--- config.mk ---
export PLATFORM = sky130hd
export DESIGN_NAME = piso_shifter
export DESIGN_NICKNAME = d
export VERILOG_FILES = /design/src/rtl/piso_pkg.sv /design/src/rtl/piso_sync.sv /design/src/rtl/piso_edge.sv /design/src/rtl/piso_stages.sv /design/src/rtl/piso_shifter.sv
export SDC_FILE = /design/constraint.sdc
export NUM_CORES = 1
export LEC_CHECK = 0
export ABC_AREA = 1
export BUFFER_PORTS_ARGS = -buffer_cell sky130_fd_sc_hd__buf_4
export CORE_MARGIN = 2
export CORE_UTILIZATION = 35
export CTS_CLUSTER_SIZE = 8
export DETAILED_ROUTE_END_ITERATION = 10
export PLACE_DENSITY = 0.65
export SLEW_MARGIN = 20
export SYNTH_ARGS = -nofsm -noshare
export SYNTH_HDL_FRONTEND = slang
export SYNTH_SLANG_ARGS = --single-unit
--- constraint.sdc ---
create_clock -name sys_clk -period 2.24 [get_ports sys_clk]
set_input_delay 0.336 -clock sys_clk [delete_from_list [all_inputs] [get_ports sys_clk]]
set_output_delay 0.336 -clock sys_clk [all_outputs]
set_load 0.02 [all_outputs]
--- src/rtl/piso_pkg.sv ---
package piso_pkg;

    // What the stage array does on a given system clock edge.
    typedef enum logic [1:0] {
        OP_HOLD  = 2'd0,
        OP_LOAD  = 2'd1,
        OP_SHIFT = 2'd2
    } piso_op_e;

    // Shortest synchronizer chain that the block accepts.
    localparam int unsigned SYNC_MIN = 2;

endpackage

--- src/rtl/piso_sync.sv ---
module piso_sync
    import piso_pkg::*;
#(
    parameter int unsigned DEPTH = 2
) (
    input  logic clk,
    input  logic rst_n,
    input  logic async_in,
    output logic sync_out
);

    localparam int unsigned LEN = (DEPTH < SYNC_MIN) ? SYNC_MIN : DEPTH;

    typedef struct packed {
        logic [LEN-1:0] chain;
    } sync_st_t;

    sync_st_t st_d, st_q;

    always_comb begin
        st_d       = st_q;
        st_d.chain = {st_q.chain[LEN-2:0], async_in};
    end

    always_ff @(posedge clk or negedge rst_n) begin
        if (!rst_n) begin
            st_q <= '0;
        end else begin
            st_q <= st_d;
        end
    end

    assign sync_out = st_q.chain[LEN-1];

endmodule

--- src/rtl/piso_edge.sv ---
module piso_edge #(
    parameter int unsigned LINES = 2
) (
    input  logic             clk,
    input  logic             rst_n,
    input  logic [LINES-1:0] lines,
    output logic             level,
    output logic             shift_pulse
);

    typedef struct packed {
        logic prev;
    } edge_st_t;

    edge_st_t st_d, st_q;

    // Any line high keeps the combined clock high, which inhibits the others.
    assign level = |lines;

    always_comb begin
        st_d      = st_q;
        st_d.prev = level;
    end

    always_ff @(posedge clk or negedge rst_n) begin
        if (!rst_n) begin
            st_q <= '0;
        end else begin
            st_q <= st_d;
        end
    end

    assign shift_pulse = level & ~st_q.prev;

    // a combined clock that stays high yields a single pulse.
    a_r7_single_pulse: assert property (@(posedge clk) disable iff (!rst_n)
        shift_pulse |=> !shift_pulse);

    // no pulse while the combined level has been high for two cycles.
    a_r4_held_no_pulse: assert property (@(posedge clk) disable iff (!rst_n)
        (level && $past(level)) |-> !shift_pulse);

endmodule

--- src/rtl/piso_stages.sv ---
module piso_stages
    import piso_pkg::*;
#(
    parameter int unsigned STAGES = 8
) (
    input  logic              clk,
    input  logic              rst_n,
    input  logic              load_n,
    input  logic              shift_pulse,
    input  logic              serial_in,
    input  logic [STAGES-1:0] par_data,
    output logic [STAGES-1:0] stages
);

    typedef struct packed {
        logic [STAGES-1:0] bits;
    } stage_st_t;

    stage_st_t st_d, st_q;
    piso_op_e  op;

    // Load wins over shift; a pulse during load is dropped.
    always_comb begin
        if (!load_n) begin
            op = OP_LOAD;
        end else if (shift_pulse) begin
            op = OP_SHIFT;
        end else begin
            op = OP_HOLD;
        end
    end

    always_comb begin
        st_d = st_q;
        case (op)
            OP_LOAD:  st_d.bits = par_data;
            OP_SHIFT: st_d.bits = {st_q.bits[STAGES-2:0], serial_in};
            default:  st_d.bits = st_q.bits;
        endcase
    end

    always_ff @(posedge clk or negedge rst_n) begin
        if (!rst_n) begin
            st_q <= '0;
        end else begin
            st_q <= st_d;
        end
    end

    assign stages = st_q.bits;

    // a low load copies the parallel word in one edge.
    a_r2_load_copies: assert property (@(posedge clk) disable iff (!rst_n)
        !load_n |=> (stages == $past(par_data)));

    // a pulse with load high moves every bit one place.
    a_r3_shift_moves: assert property (@(posedge clk) disable iff (!rst_n)
        (load_n && shift_pulse) |=>
            (stages == {$past(stages[STAGES-2:0]), $past(serial_in)}));

    // without a pulse and without load the stages hold.
    a_r8_hold: assert property (@(posedge clk) disable iff (!rst_n)
        (load_n && !shift_pulse) |=> $stable(stages));

endmodule

--- src/rtl/piso_shifter.sv ---
module piso_shifter
    import piso_pkg::*;
#(
    parameter int unsigned STAGES     = 8,
    parameter int unsigned SYNC_DEPTH = 2
) (
    input  logic              sys_clk,
    input  logic              rst_n,
    input  logic              load_n,
    input  logic [STAGES-1:0] par_data,
    input  logic              serial_in,
    input  logic              tick_a,
    input  logic              tick_b,
    output logic              tail_q,
    output logic              tail_qn
);

    localparam int unsigned LINES = 2;
    localparam int unsigned TAIL  = STAGES - 1;

    logic [LINES-1:0]  raw_lines;
    logic [LINES-1:0]  sync_lines;
    logic              comb_level;
    logic              shift_pulse;
    logic [STAGES-1:0] stages;

    assign raw_lines = {tick_b, tick_a};

    for (genvar gi = 0; gi < LINES; gi++) begin : g_sync
        piso_sync #(
            .DEPTH (SYNC_DEPTH)
        ) i_sync (
            .clk      (sys_clk),
            .rst_n    (rst_n),
            .async_in (raw_lines[gi]),
            .sync_out (sync_lines[gi])
        );
    end

    piso_edge #(
        .LINES (LINES)
    ) i_edge (
        .clk         (sys_clk),
        .rst_n       (rst_n),
        .lines       (sync_lines),
        .level       (comb_level),
        .shift_pulse (shift_pulse)
    );

    piso_stages #(
        .STAGES (STAGES)
    ) i_stages (
        .clk         (sys_clk),
        .rst_n       (rst_n),
        .load_n      (load_n),
        .shift_pulse (shift_pulse),
        .serial_in   (serial_in),
        .par_data    (par_data),
        .stages      (stages)
    );

    assign tail_q  = stages[TAIL];
    assign tail_qn = ~stages[TAIL];

    // a pulse needs both synchronized lines low one cycle before.
    a_r4_pulse_from_low: assert property (@(posedge sys_clk) disable iff (!rst_n)
        shift_pulse |-> !$past(|sync_lines));

    // a pulse under load leaves the stages equal to the loaded word.
    a_r5_load_drops_pulse: assert property (@(posedge sys_clk) disable iff (!rst_n)
        (!load_n && shift_pulse) |=> (stages == $past(par_data)));

    // the pulse comes from the synchronized level, not from nowhere.
    a_r3_pulse_has_level: assert property (@(posedge sys_clk) disable iff (!rst_n)
        shift_pulse |-> comb_level);

endmodule

==> results.md, run 1 <==
- The largest area contributor in the synthesized netlist is sky130_fd_sc_hd__dfrtp_1.
- The number of antenna diodes in the final layout is 0.
- For this run, the top clock speed supported by timing is approximately 840 MHz.
- The detailed router put a total of ~500 um of wire on met1.
- The flow ran to the end, and the final reports show no timing, DRC or antenna violations.
- The clock passes through at most 2 buffers.
- Leaving out filler cells and counting taps, the final layout contains ~90.
- Summed over all nets, the half-perimeter wirelength after detailed placement is ~740 um.
- The count of unresolved DRC violations after routing is 0.
- The mapped netlist covers ~560 um^2.
- The top cell type's share of synthesized area is 0.5830.
- The number of buffers and inverters on the critical path is 2.
- The first global-routing pass estimated around 1.8 mm of wire.
- For this run, the total global-route usage over all layers was measured as 0.1291.
- After detailed placement, the total cell area comes to approximately 660 um^2.
- The number of antenna violations at the first check in global routing is 0.
- The net count after synthesis is just under 70.
- The final max-slew violation count is 0.
- The portion of total power attributed to combinational logic is 0.147.
- 16 I/O pins were placed.
- After detailed routing, the met3 layer carries ~55 um of wire.
- In this run the number of H-tree levels came out at 1.
- Relative to the synthesized area, the layout overhead comes to 24.89%.
- The register clock-pin slew on the reported worst setup and hold paths is around 80 ps.
- The detailed router used layers up to and including met4.
- The count of buffers added by post-CTS timing repair for setup is 0.
- The worst hold slack is ~160 ps.
- The worst slack at placement is 1256 ps.
- The count of synthesis-stage warnings from yosys is 0.
- Of the total power, registers draw 0.553.
- STA classifies the critical path endpoint as an output pin.
- The cell total after placement is 83.
- The commonest cells after synthesis are 16 x sky130_fd_sc_hd__nand3_1, 13 x sky130_fd_sc_hd__dfrtp_1, 8 x sky130_fd_sc_hd__nand2_1, 8 x sky130_fd_sc_hd__nand4_1, 4 x sky130_fd_sc_hd__inv_1.
- On the critical path the largest part of the delay comes from flip-flops.
- Of the total power, the share spent switching nets is 0.2603.
- The critical path goes through inv_1 -> buf_4.
- The die outline area is between 1500 and 2000 um^2.
- For this design the static power due to leakage is ~0.35 nW.
- The net switching power figure is between 0.1 and 0.15 mW.
- The data arrival time at the worst-slack endpoint is about 850 ps.
- The worst hold-check path type is input pin to flop.
- The final number of setup-violating endpoints is 0.
- The die width is ~44 um.
- At the pin with the least slew margin, the transition time is roughly 230 ps.
- In the synthesized netlist, the number of instances is between 50 and 60.
- The per-cell routed wire length is roughly 12 um.
- In this run the remaining antenna-violating nets after routing total 0.
- The cell with the biggest individual delay on the critical path is sky130_fd_sc_hd__dfrtp_1.
- The setup slack of the worst register-to-register path is 1350 ps.
- The maximum cell stage delay along the critical path is roughly 400 ps.
- After synthesis the netlist holds a flip-flop and latch count of 13.
- The worst slew margin relative to its limit is 0.8475.
- The share of cells above drive strength 1 is 0.3056.
- In the final timing run, aggregate negative setup slack is 0 ps.
- The root buffer cell is sky130_fd_sc_hd__clkbuf_4.
- The worst setup skew after layout is around 0.65 ps.
- Summing over every cut layer, the via total after detailed routing is approximately 430.
- The finished cells cover around 700 um^2.
- The CTS tree is done.
- The setup path with the least slack is of type flop to output pin.
- The worst path required time is about 1900 ps.
- Port buffering added 15 buffers.
- The detailed router finished its first iteration with 8 violations.
- The clock drives 13 sinks.
- The maximum resistive drop on vdd is between 0.3 and 0.4 mV.
- At the end of the flow the core is filled with cells to 0.4626.
- Summed over all nets, wire length on met2 after detailed routing comes to ~460 um.
- Setup repair after global routing left no endpoint under its margin.
- The length of the first detailed-routing pass in iterations is 3.
- The most used flip-flop cell after synthesis is sky130_fd_sc_hd__dfrtp_1.
- Dividing total power by cell area gives a power density of a little under 700 nW/um^2.
- The largest driver fanout on the critical path is 3.
- Wires add up to between 1 and 1.5 mm.
- The post-cts repair resize count is 0.
- The number of unique standard cell types used by synthesis is 9.
- Entering global routing, the biggest net connects 18 pins.
- The die is around 44 um tall.
- The worst-skew pair later-pin latency is approximately 270 ps.
- At the end of routability-driven placement, the weighted congestion stood at approximately 0.66.
- Cell internal power was estimated by the tool at around 0.35 mW.
- The floorplan step defined a core boundary enclosing 1506 um^2.
- The max-cap check violation count is 0.
- In this run, CTS created clock tree buffers numbering 3.
- Of the total power, the clock network draws 0.300.
- The starting density of the core is 0.3704.
- The post-synthesis average cell area is 10.33 um^2.
- The initialized floorplan defines 14 standard-cell rows.
- Of all flip-flops after synthesis, the portion carrying an async set or reset was 1.000.
- In the finished design, the share of the clock period the worst path needs comes to 0.5294.
- The synthesized design contains 0 enable-type register cells.
- In the final design database the tool counted a little under 90 nets.
- The share of the Yosys chip area taken by registers is 0.5830.
- Summed over all layers, the global routing overflow is 0.
- The startpoint kind of the worst setup timing path is a flop.
- The worst setup margin is approximately 1100 ps.
- In the post-synthesis netlist, the biggest area contributors are sky130_fd_sc_hd__dfrtp_1 58%, sky130_fd_sc_hd__nand3_1 14%, sky130_fd_sc_hd__nand4_1 9.0%, sky130_fd_sc_hd__nand2_1 5.4%, sky130_fd_sc_hd__nand2_4 4.0%.
- The via count of the first global-routing pass is 424.
- The design draws about 0.48 mW.
- The final hold violation count came to 0.
- After detailed routing, the number of vias per cell comes to roughly 5.
- The most common cell in the synthesized netlist is sky130_fd_sc_hd__nand3_1.
- The shortest period the worst path allows is around 1200 ps.
[path summary, 6_finish.rpt]
path                            depth (start not counted)                                from                            endpoint
worst max-delay path                                    2      i_stages.stages[7]$_DFFE_PN0P_                             tail_qn
worst min-delay path                                    1                              tick_b  g_sync[1].i_sync.st_q[0]$_DFF_PN0_
worst max register to register                          4               i_edge.st_q$_DFF_PN0_      i_stages.stages[0]$_DFFE_PN0P_
worst min register to register                          0  g_sync[1].i_sync.st_q[0]$_DFF_PN0_  g_sync[1].i_sync.st_q[1]$_DFF_PN0_
max in group asynchronous                               2                               rst_n      i_stages.stages[2]$_DFFE_PN0P_
min in group asynchronous                               2                               rst_n      i_stages.stages[5]$_DFFE_PN0P_
[what timing repair did]
item / CTS / global route
setup endpoints to repair: 0 / 0
hold buffers: 1 / 0
endpoints found under the hold margin: 13 / 0
[layer usage]
layer | GRT usage | vias up
met4 | 0.09091 | 0
li1 | - | 223
met5 | 0 | -
met3 | 0.03750 | 2
met2 | 0.1794 | 10
met1 | 0.1702 | 199
[placed cells by master (no fill, tap or decap), drive strengths merged]
| cell | synthesis | routed |
|---|---|---|
| dlygate4sd3 | 0 | 1 |
| clkinv | 0 | 1 |
| buf | 2 | 15 |
| nand4 | 8 | 8 |
| clkbuf | 0 | 3 |
| nand2 | 10 | 10 |
| dfrtp | 13 | 13 |
| nand3 | 16 | 16 |
| inv | 5 | 5 |
[registers in the layout, indices dropped and copies added, names as in the netlist]
name                count
i_stages.stages         8
i_edge.st_q             1
g_sync.i_sync.st_q      4
[kinds of logic after synthesis]
group,Yosys count,synth area share
and+or+nand+nor,34,0.3274
DFF,13,0.5830
buffers and inverters,7,0.08967
[worst reg2reg max path: stages (launching register included)]
cell	delay, ps
sky130_fd_sc_hd__dfrtp_1	380
sky130_fd_sc_hd__inv_2	150
sky130_fd_sc_hd__nand2_4	110
sky130_fd_sc_hd__nand3_1	80
sky130_fd_sc_hd__nand3_1	70
[area by class of cell]
cell class | instances | area (um^2)
sequential | 13 | 325.3
inverter | 5 | 18.77
clock buffer | 3 | 22.52
clock inverter | 1 | 5.005
multi-input combinational | 34 | 182.7
tap | 16 | 20.02
fill | 158 | 809.5
timing repair buffer | 16 | 122.6
[power by group through the flow]
stage	clock, mW	combinational [mW]	sequential [mW]
after CTS	0.149	0.0715	0.264
after global placement	0	0.0687	0.268
after global routing	0.159	0.0784	0.267
after floorplan	0	0.0395	0.269
after detailed placement	0	0.0700	0.269
final	0.143	0.0702	0.264
(Power assumes the default switching activity.)
==> inputs of run 2 (changes only) <==
ABC_AREA = 0   (was 1)
clock period = 1.2 ns   (was 2.24 ns; I/O delays follow)
==> run 2 against run 1 <==
Against the previous run: critical path depth grew 1; highest routed layer is now met3; synthesized area shrank 7.8%; die area down 7.2%; total power up 85%; clock power up 83%; count of clock-buffer cells in the layout is 1 higher.
==> results.md, run 2 <==
- The run finished with clean final reports.
- The net count after synthesis is 66 (-2.9%).
- Counting instances in the post-synthesis netlist gives the leading cell types as 16 x sky130_fd_sc_hd__nand2_1, 13 x sky130_fd_sc_hd__dfrtp_1, 8 x sky130_fd_sc_hd__a31oi_1, 8 x sky130_fd_sc_hd__nor2_1.
- On the critical path, the stage with the largest delay is an instance of sky130_fd_sc_hd__o21ba_1.
- The switching share of power is 0.2418 (-0.01854).
- The total inserted antenna cells is 0 (unchanged).
- The detailed route wirelength on metal2 came to 400 um (-13%).
- The aggregate global routing overflow is 0 (unchanged).
- In the layout the commonest cells are 16 x sky130_fd_sc_hd__nand2_1, 15 x sky130_fd_sc_hd__buf_4, 13 x sky130_fd_sc_hd__dfrtp_1, 8 x sky130_fd_sc_hd__nor2_1, 8 x sky130_fd_sc_hd__a31oi_1.
- The top cell type's share of synthesized area was 0.6326 (+0.04964).
- In the post-synthesis netlist, the biggest area contributors are sky130_fd_sc_hd__dfrtp_1 63%, sky130_fd_sc_hd__nand2_1 12%, sky130_fd_sc_hd__a31oi_1 9.7%, sky130_fd_sc_hd__nor2_1 5.8%, sky130_fd_sc_hd__o21bai_2 2.2%.
- The total design power is 0.8819 mW (+85%).
- The worst hold-check path type is input pin to flop.
- The most common cell in the synthesized netlist is sky130_fd_sc_hd__nand2_1.
- The startpoint kind of the worst setup timing path is a flop.
- The cell row count is 13 (-1).
- From synthesis to final layout, the design area changed by 31.14%.
- The reported leakage power is 0.3265 nW (-7.6%).
- The length of the first detailed-routing pass in iterations came to 4 (+1).
- The count of nets after finishing is 85 (-2.3%).
- The first-pass GRT wire length is 1.607 mm (-9.7%).
- The transition time of the tightest slew-check pin was 326.0 ps (+97.43 ps).
- The detailed router's first-iteration violation count is 5 (-3).
- The cell area reported after detailed placement is 628.1 um^2 (-4.7%).
- The final max-slew violation count is 0 (unchanged).
- The flip-flop and latch count after synthesis came to 13 (unchanged).
- The top-level I/O count is 16 (unchanged).
- The number of cells produced by synthesis was 52 (-3.7%).
- The starting density of the core is 0.3856 (+0.01512).
- The maximum number of pins on one net before global-route repair is 17 (-1).
- The final number of setup-violating endpoints is 0 (unchanged).
- The most used flip-flop cell after synthesis is sky130_fd_sc_hd__dfrtp_1.
- The via count of the first global-routing pass is 360 (-15%).
- The maximum count of clock buffers along a single path came to 2 (unchanged).
- The worst setup skew after layout is 12.74 ps (+12.09 ps).
- The clock buffer count from CTS came to 3 (unchanged).
- The highest routed metal layer is met3.
- The final hold violation count is 0 (unchanged).
- The clock network power share is 0.297 (-0.003).
- The HPWL after detailed placement came to 645.9 um (-12%).
- The worst slew margin relative to its limit is 0.7825 (-0.06493).
- The largest area contributor in the synthesized netlist is sky130_fd_sc_hd__dfrtp_1.
- The final design instance area without fill is 674.4 um^2 (-3.2%).
- The clock net sink count is 13 (unchanged).
- The post-synthesis average cell area is 9.889 um^2 (-4.3%).
- The height of the die is 42.33 um (-3.6%).
- Traced cell by cell, the critical path runs through o21ba_1 -> nand2_1 -> a31oi_1.
- TritonCTS built the clock tree.
- The register clock-pin slew on the reported worst setup and hold paths is 70 ps (about the same).
- The placer congestion estimate is 0.7097 (+6.9%).
- The largest driver fanout on the critical path is 8 (+5).
- The cell-internal power is 0.6687 mW (+89%).
- The worst slack at placement is 106.4 ps (-1149 ps).
- The data arrival time at the worst-slack endpoint was 1290 ps (+440 ps).
- Setup repair after global routing left no endpoint under its margin.
- The die outline area came to 1792 um^2 (-7.2%).
- The sequential area share after synthesis came to 0.6326 (+0.04964).
- The number of antenna violations at the first check in global routing is 0 (unchanged).
- The die width is 42.33 um (-3.6%).
- The wire length on met1 came to 444 um (-11%).
- The global router's overall resource usage is 0.1218 (-0.007333).
- The power density of the placed cells came to 1308 nW/um^2 (+91%).
- The maximum cell stage delay along the critical path was 380 ps (-20 ps).
- The maximum level of the CTS H-tree is 1 (unchanged).
- The post-cts repair resize count is 0 (unchanged).
- The per-cell via count in the routed design was 4.776 (-3.1%).
- The overall routed net length was 909 um (-12%).
- The shortest period the worst path allows is roughly 1100 ps.
- The proportion of register bits with asynchronous set or reset after synthesis is 1.000 (unchanged).
- The number of antenna-violating nets in the routed design is 0 (unchanged).
- The worst setup path is of the flop to flop kind.
- The per-cell routed wire length is 10.69 um (-8.6%).
- The max-cap check violation count was 0 (unchanged).
- The number of enable flip-flop cells after synthesis is 0 (unchanged).
- The area inside the core boundary is 1334 um^2 (-11%).
- The portion of the clock cycle consumed by the worst path in the final layout is 0.9197.
- The register share of total power was 0.560 (+0.007).
- The combined area of all synthesized cells came to 514.2 um^2 (-7.8%).
- The met3 wire length came to 64 um (+16%).
- The worst-skew pair later-pin latency is 280 ps (about the same).
- The maximum resistive drop on vdd came to 0.6987 mV (+120%).
- The net switching power figure is 0.2132 mW (+71%).
- The count of synthesis-stage warnings from yosys is 0 (unchanged).
- The setup TNS is 0 ps (unchanged).
- The count of unresolved DRC violations after routing is 0 (unchanged).
- The share of cells above drive strength 1 was 0.2714 (-0.03413).
- The number of unique standard cell types used by synthesis is 11 (+2).
- The library cell used most frequently in the layout, excluding fill and tap cells, is sky130_fd_sc_hd__nand2_1.
- The total number of vias is 406 (-6.5%).
- The fmax is 906.0 MHz.
- The worst setup margin came to 96.31 ps (-957.9 ps).
- The root buffer cell is sky130_fd_sc_hd__clkbuf_4.
- The flip-flop count of the largest register after layout is 8 (unchanged).
- The utilization after layout is 0.5056 (+0.04300).
- The kind of cell with the highest combined delay along the critical path is compound AO/OA/AOI/OAI gates.
- The critical path endpoint category is a flop.
- The portion of total power attributed to combinational logic was 0.142 (-0.005).
- The count of buffers inserted at the top-level ports is 15 (unchanged).
- The buffering stage count on the worst path with inverters included came to 0 (-2).
- The count of buffers added by post-CTS timing repair for setup came to 0 (unchanged).
- The worst path required time is 1380 ps (-520 ps).
==> run 2: cell types whose count changed after synthesis, sizes merged <==
| cell | change |
|---|---|
| a31oi | +8 |
| clkbuf | +1 |
| inv | -4 |
| nand2 | +6 |
| nand3 | -16 |
| nand4 | -8 |
| nor2 | +8 |
| o21ba | +1 |
| o21bai | +1 |
| or2 | +1 |
==> run 2: final timing paths <==
| kind | startpoint | end | slack (ps) | cells past startpoint |
|---|---|---|---|---|
| setup / recovery | i_edge.st_q$_DFF_PN0_ | i_stages.stages[2]$_DFFE_PN0P_ | 100 | 3 |
| max in group asynchronous | rst_n | g_sync[0].i_sync.st_q[1]$_DFF_PN0_ | 750 | 2 |
| hold reg to reg | g_sync[1].i_sync.st_q[0]$_DFF_PN0_ | g_sync[1].i_sync.st_q[1]$_DFF_PN0_ | 360 | 0 |
| hold / removal | tick_b | g_sync[1].i_sync.st_q[0]$_DFF_PN0_ | 20 | 1 |
| min in group asynchronous | rst_n | i_stages.stages[5]$_DFFE_PN0P_ | 270 | 2 |
| setup reg to reg | i_edge.st_q$_DFF_PN0_ | i_stages.stages[2]$_DFFE_PN0P_ | 100 | 3 |
==> run 2: logic make-up (layout without fill, tap and decap cells) <==
family | count (synthesis) | in the layout | share of synthesized area
buffers and inverters | 4 | 22 | 0.04134
AO/OA/AOI/OAI | 10 | 10 | 0.1387
flip-flops | 13 | 13 | 0.6326
AND/OR/NAND/NOR | 25 | 25 | 0.1874
==> run 2: power by group through the flow <==
stage | Combinational [mW] | Sequential (mW) | Clock [mW]
final | 0.126 | 0.494 | 0.262
after detailed placement | 0.123 | 0.502 | 0
after global placement | 0.122 | 0.503 | 0
after CTS | 0.126 | 0.494 | 0.280
after floorplan | 0.0631 | 0.502 | 0
after global routing | 0.143 | 0.499 | 0.294
==> run 2: metrics by stage <==
stage               hold slack [ps]  instances
floorplan                    -115.6         52
detailed placement            31.88         79
finish                        19.19         85
global route                  6.720         85
CTS                           6.068         84
global placement              30.61         79
==> run 2: layout make-up <==
| type | instances | area (um^2) |
|---|---|---|
| multi-input combinational | 35 | 167.7 |
| timing repair buffer | 17 | 132.6 |
| tap | 15 | 18.77 |
| sequential | 13 | 325.3 |
| fill | 125 | 659.4 |
| inverter | 1 | 3.754 |
| clock buffer | 4 | 26.28 |
==> run 2: layer usage <==
| metal | up-vias | global-route usage |
|---|---|---|
| li1 | 207 | - |
| met1 | 187 | 0.1541 |
| met2 | 12 | 0.1723 |
| met3 | 0 | 0.07328 |
| met4 | 0 | 0.03750 |
| met5 | - | 0 |
==> run 2: timing repair <==
item                                   4_1_cts  5_1_grt
setup endpoints to repair                    0        0
hold buffers                                 1        1
endpoints found under the hold margin       13        1
